===== src/rtl/vececc_pkg.sv =====
package vececc_pkg;
  localparam int STAT_W    = 32;
  localparam int CORR_POS  = 8;
  localparam int FATAL_POS = 0;
  localparam logic [STAT_W-1:0] STAT_MASK =
    (STAT_W'(1) << CORR_POS) | (STAT_W'(1) << FATAL_POS);

  typedef struct packed {
    logic corr;
    logic fatal;
  } evt_t;
endpackage


===== src/rtl/vececc_evt.sv =====
module vececc_evt
  import vececc_pkg::*;
(
  input  logic              lkp_valid,
  input  logic              lkp_sbe,
  input  logic              lkp_dbe,
  output evt_t              evt,
  output logic [STAT_W-1:0] set_word
);
  always_comb begin
    evt.corr  = lkp_valid & lkp_sbe;
    evt.fatal = lkp_valid & lkp_dbe;
    set_word  = '0;
    set_word[CORR_POS]  = evt.corr;
    set_word[FATAL_POS] = evt.fatal;
  end
endmodule


===== src/rtl/vececc_regport.sv =====
module vececc_regport
  import vececc_pkg::*;
#(
  parameter int               ADDR_W   = 10,
  parameter logic [ADDR_W-1:0] STAT_OFS = ADDR_W'(12'h0EC)
) (
  input  logic [ADDR_W-1:0] reg_addr,
  input  logic              reg_we,
  input  logic [STAT_W-1:0] reg_wdata,
  input  logic              reg_priv,
  output logic              hit,
  output logic [STAT_W-1:0] clr_word
);
  always_comb begin
    hit      = (reg_addr == STAT_OFS);
    clr_word = (hit && reg_we && reg_priv) ? reg_wdata : '0;
  end
endmodule


===== src/rtl/vececc_status.sv =====
module vececc_status
  import vececc_pkg::*;
(
  input  logic              clk,
  input  logic              rst,
  input  logic [STAT_W-1:0] set_word,
  input  logic [STAT_W-1:0] clr_word,
  output logic [STAT_W-1:0] stat_q
);
  logic [STAT_W-1:0] stat_nxt;

  // Clear first, then set: a set event in the same cycle survives a clear.
  always_comb stat_nxt = ((stat_q & ~clr_word) | set_word) & STAT_MASK;

  always_ff @(posedge clk) begin
    if (rst) stat_q <= '0;
    else     stat_q <= stat_nxt;
  end
endmodule


===== src/rtl/vececc_vsel.sv =====
module vececc_vsel #(
  parameter int VEC_W = 32
) (
  input  logic             fatal_q,
  input  logic             fatal_now,
  input  logic [VEC_W-1:0] tbl_word,
  input  logic [VEC_W-1:0] fb_vec,
  output logic [VEC_W-1:0] vec_out
);
  always_comb vec_out = (fatal_q || fatal_now) ? fb_vec : tbl_word;
endmodule


===== src/rtl/vececc_guard.sv =====
module vececc_guard
  import vececc_pkg::*;
#(
  parameter int                VEC_W    = 32,
  parameter int                ADDR_W   = 10,
  parameter logic [ADDR_W-1:0] STAT_OFS = ADDR_W'(12'h0EC)
) (
  input  logic              clk,
  input  logic              rst,
  input  logic              lkp_valid,
  input  logic              lkp_sbe,
  input  logic              lkp_dbe,
  input  logic [VEC_W-1:0]  tbl_word,
  input  logic [VEC_W-1:0]  fb_vec,
  output logic [VEC_W-1:0]  vec_out,
  input  logic [ADDR_W-1:0] reg_addr,
  input  logic              reg_we,
  input  logic [31:0]       reg_wdata,
  input  logic              reg_priv,
  output logic [31:0]       reg_rdata
);
  evt_t              evt;
  logic [STAT_W-1:0] set_word;
  logic [STAT_W-1:0] clr_word;
  logic [STAT_W-1:0] stat_q;
  logic              hit;

  vececc_evt u_evt (
    .lkp_valid (lkp_valid),
    .lkp_sbe   (lkp_sbe),
    .lkp_dbe   (lkp_dbe),
    .evt       (evt),
    .set_word  (set_word)
  );

  vececc_regport #(.ADDR_W(ADDR_W), .STAT_OFS(STAT_OFS)) u_port (
    .reg_addr  (reg_addr),
    .reg_we    (reg_we),
    .reg_wdata (reg_wdata),
    .reg_priv  (reg_priv),
    .hit       (hit),
    .clr_word  (clr_word)
  );

  vececc_status u_stat (
    .clk      (clk),
    .rst      (rst),
    .set_word (set_word),
    .clr_word (clr_word),
    .stat_q   (stat_q)
  );

  vececc_vsel #(.VEC_W(VEC_W)) u_vsel (
    .fatal_q   (stat_q[FATAL_POS]),
    .fatal_now (evt.fatal),
    .tbl_word  (tbl_word),
    .fb_vec    (fb_vec),
    .vec_out   (vec_out)
  );

  always_ff @(posedge clk) begin
    if (rst) reg_rdata <= '0;
    else     reg_rdata <= hit ? stat_q : '0;
  end
endmodule


===== config.mk =====
export PLATFORM = sky130hd
export DESIGN_NAME = vececc_guard
export DESIGN_NICKNAME = d
export VERILOG_FILES = /design/src/rtl/vececc_pkg.sv /design/src/rtl/vececc_evt.sv /design/src/rtl/vececc_regport.sv /design/src/rtl/vececc_status.sv /design/src/rtl/vececc_vsel.sv /design/src/rtl/vececc_guard.sv
export SDC_FILE = /design/constraint.sdc
export NUM_CORES = 1
export LEC_CHECK = 0
export BUFFER_PORTS_ARGS = -buffer_cell sky130_fd_sc_hd__buf_2
export CAP_MARGIN = 25
export CORE_AREA = 2 2 69 71
export DETAILED_ROUTE_END_ITERATION = 8
export DIE_AREA = 0 0 71 73
export PLACE_DENSITY = 0.66
export SLEW_MARGIN = 20
export SYNTH_ARGS = -nofsm -noshare
export SYNTH_HDL_FRONTEND = slang
export SYNTH_SLANG_ARGS = --single-unit
export TNS_END_PERCENT = 20

===== constraint.sdc =====
create_clock -name clk -period 1.87 [get_ports clk]
set_clock_uncertainty 0.1 [all_clocks]
set_input_delay 0.0935 -clock clk [delete_from_list [all_inputs] [get_ports clk]]
set_output_delay 0.0935 -clock clk [all_outputs]
set_load 0.1 [all_outputs]

==> Word-level counts from Yosys, hierarchy flattened <==
Cells that the tools add are included.
{ "op_classes": {"n_addsub": 0, "mul": 0, "div": 0, "order_cmp": 0, "eq_ne": 1, "n_shift": 0, "mux": 2, "bitwise_logic": 6, "n_reduce_logical": 4} }
{ "ops": {"columns": ["cell", "count"], "rows": [
  ["two-way mux 32 bit", 1],
  ["== test 10 x 8 -> 1 bit, second input constant", 1],
  ["AND 9 bit", 1],
  ["two-way mux 9 bit", 1],
  ["NOT 9 bit", 1],
  ["bitwise OR 9 bit", 1],
  ["AND 1 bit", 2],
  ["logical AND 1 bit", 2],
  ["OR reduction 2 bit", 1],
  ["logical OR 1 bit", 1],
  ["NOT 1 bit", 1]
]} }
{ "totals": {"ff_bits": 11, "latch_bits": 0, "ramBits": 0, "romBits": 0, "in_bits": 113, "word_cells": 15, "memories": 0} }

==> Longest topological paths before layout <==
{ "depth": {"word_depth": 7, "mapped_depth": 3} }

==> Cells and area by module <==
A second synthesis with hierarchy kept.
{ "unflattened": {"hier_cells": 265, "area_unflattened_um2": 2677.6} }
{ "modules_own_cells": {"columns": ["module", "n_inst", "cells_each", "area_per_inst_um2", "seq_area_each_um2"], "rows": [
  ["vececc_guard", 1, 70, 998.5, 640.6],
  ["vececc_regport", 1, 85, 703.2, 0.0],
  ["vececc_vsel", 1, 36, 420.4, 0.0],
  ["vececc_status", 1, 39, 299.0, 40.0],
  ["vececc_evt", 1, 35, 256.5, 0.0]
]} }

==> Worst setup path after synthesis <==
No wires, ideal clock.
{ "synth_path": {"path_kind": "register to output", "start": "register u_stat.stat_q[0]", "end": "output port vec_out[12]", "arrival_time_ns": 1.393, "t_required_ns": 1.676, "slack_ns": 0.283, "path_stages_with_launch": 4, "path_buffers": 1, "cell_sequence": "dfxtp_1 a21oi_4 buf_6 mux2_1"} }
{ "synth_via": {"elab_chain_cells": 2} }
{ "synth_rtl": {"columns": ["item", "line_no", "text"], "rows": [
  ["from (decl)", "vececc_status.sv:8", "output logic [STAT_W-1:0] stat_q"],
  ["from (signal assigned)", "vececc_status.sv:17", "else stat_q <= stat_nxt;"],
  ["logical OR 1 bit", "vececc_vsel.sv:10", "always_comb vec_out = (fatal_q || fatal_now) ? fb_vec : tbl_word;"],
  ["two-way mux 32 bit", "vececc_vsel.sv:10", null],
  ["to (decl)", "vececc_guard.sv:15", "output logic [VEC_W-1:0] vec_out,"]
]} }
No other way between the ends.

==> Worst setup path after layout <==
Same ends and word-level chain as after synthesis.

==> run_results.csv <==
group,metric,value,unit
cells_and_area,fin_nets,320,
clock_tree,clk_pin_slew,0.03,ns
run_status,status,"complete, no violations",
global_routing,grt_pass1_vias,890,
cells_and_area,ff_latch_area,80.08,um^2
routing,drc,0,
critical_path,path_class,"reg -> out",
cells_and_area,design_area,1873,um^2
floorplanning,coreArea,4536,um^2
clock_tree,cts.sinks,4,
cells_and_area,fin_cells,259,
routing,drtAntennaViolNets,0,
timing,tns,0,ns
global_routing,antenna_found_initial,0,
floorplanning,die_area,5183,um^2
global_routing,overflow,0,
routing,dr.pass1.iters,4,
placement,dp_hpwl,2.539,mm
pwr,finalPower,1.551,mW
yosys,ys_seq_elements,4,
routing,drt_wl_total,2.822,mm
timing,drv_slew,0,
pwr,p_leak,0.9572,nW
global_routing,grt_usage,9.755,%
pwr,ir_drop,276.4,uV
yosys,synthCells,85,
clock_tree,htreeDepth,1,
placement,placed_area,1802,um^2
cells_and_area,final_common_cell,"buf_2",
critical_path,crit_arrival,1.52,ns
timing,setup_viol,0,
timing,finalHoldViolCount,0,
global_routing,grt_pass1_wl,3.912,mm
clock_tree,insertion_delay,0.21,ns
routing,viasPerCell,3.714,
yosys,ys_warn_count,0,
cells_and_area,drive_gt1_share,75.61,%
cells_and_area,multi_input_area,591.8,um^2
floorplanning,die-height,73,um
floorplanning,start_util,18.21,%
placement,dp.cells,253,
routing,vias,962,
timing,clock.fmax,583.9,MHz
critical_path,cp.required,1.68,ns
flow_run,cap_violations,0,
clock_tree,cts_buffer_depth,2,
pwr,power_density,828.2,nW/um^2
timing,timing.final.crit_share,91.59,%
critical_path,cp-start-kind,"register",
timing,holdWs,0.09913,ns
timing,rsz0062_at_grt,"false",
yosys,seq_area_frac_synth,9.697,%
critical_path,end_kind,"output port",
floorplanning,die_w,71,um
floorplanning,rows,25,
yosys,syn_area,825.8,um^2
cells_and_area,most-common-layout-cells,"buf_2, buf_12, mux2_2, conb_1, dfxtp_1",
global_routing,grt_start_max_net_pins,27,
min_path,hp-class,"in -> reg",
critical_path,cp_max_fo,26,
placement,routabilityCongestion,0.6713,
placement,port_buffers,116,
cells_and_area,final_core_util,41.30,%
cells_and_area,fillers,424,
cells_and_area,n_antenna_cell,0,
clock_tree,cts_made_buffers,3,
yosys,ys_types,19,
cells_and_area,syn_to_final_growth,126.8,%
routing,dr.first_iter.drc_count,12,
timing,min_period,1.713,ns
timing,fin_ws,0.1573,ns
yosys,avgSynthCellArea,9.715,um^2
clock_tree,cts_root_buffer,"clkbuf_8",
floorplanning,pin_count,177,
placement,dp_slack,0.3731,ns
clock_tree,tritoncts,"yes",
routing,wl_per_cell,10.90,um
## worst max-delay path, stage by stage, from the launching register on
cell	delay (ns)
dfxtp_1	0.32
a21oi_4	0.15
buf_12	0.20
mux2_1	0.34
buf_2	0.29
## registers in the layout (all words and copies together) (netlist names)
name           flops
u_stat.stat_q      2
reg_rdata          2
## synthesized netlist by cell type
cell | instances | area (um^2)
a21o_1 | 1 | 7.510
a21oi_4 | 1 | 16.27
a311oi_1 | 1 | 8.760
a31oi_1 | 1 | 6.260
buf_4 | 30 | 225.2
buf_6 | 3 | 33.78
conb_1 | 1 | 3.750
dfxtp_1 | 4 | 80.08
inv_1 | 1 | 3.750
mux2_1 | 2 | 22.52
mux2_2 | 30 | 337.8
nand2_1 | 3 | 11.26
nand4b_1 | 1 | 8.760
nand4bb_1 | 1 | 11.26
nor4_1 | 1 | 6.260
nor4_2 | 1 | 12.51
nor4b_2 | 1 | 15.01
or2_1 | 1 | 6.260
or2_4 | 1 | 8.760
## layer usage
layer,global-route usage [%],wire [um],up-vias
li1,-,-,480
met4,3.774,36,0
met3,6.354,536,4
met2,16.93,1315,94
met5,0,0,-
met1,9.241,935,384
## kinds of logic after synthesis
group                  synth area share [%]
other                                0.4541
AND/OR/NAND/NOR                       9.697
flip-flops                            9.697
buffers and inverters                 31.82
multiplexers                          43.64
AO/OA/AOI/OAI                         4.699
## worst paths after layout
| check | to | startpoint | slack, ns | depth (start not counted) |
|---|---|---|---|---|
| setup / recovery | vec_out[12] | u_stat.stat_q[0] | 0.16 | 4 |
| hold / removal | u_stat.stat_q[8] | lkp_sbe | 0.1 | 3 |
| setup reg to reg | u_stat.stat_q[0] | u_stat.stat_q[0] | 0.84 | 3 |
| hold reg to reg | reg_rdata[8] | u_stat.stat_q[8] | 0.35 | 2 |
## cell type report
type                       instances  share of cell area, %
timing repair buffer             121                  58.12
clock buffer                       3                  2.204
tap                               54                  3.607
sequential                         4                  4.275
inverter                           1                 0.2004
multi-input combinational         76                  31.60
## what timing repair did
item                                    4_1_cts  5_1_grt
hold endpoints to repair                      4        0
endpoints found under the setup margin        0        0
resized for setup                             0        0
hold buffers                                  3        0
setup buffers                                 0        0
## where the power goes
part | internal (mW) | switching (mW)
clock | 0.137 | 0.0418
combinational | 0.387 | 0.895
sequential | 0.0890 | 0.00184
total | 0.613 | 0.938
Note: power is estimated with default switching activity, not from simulation.
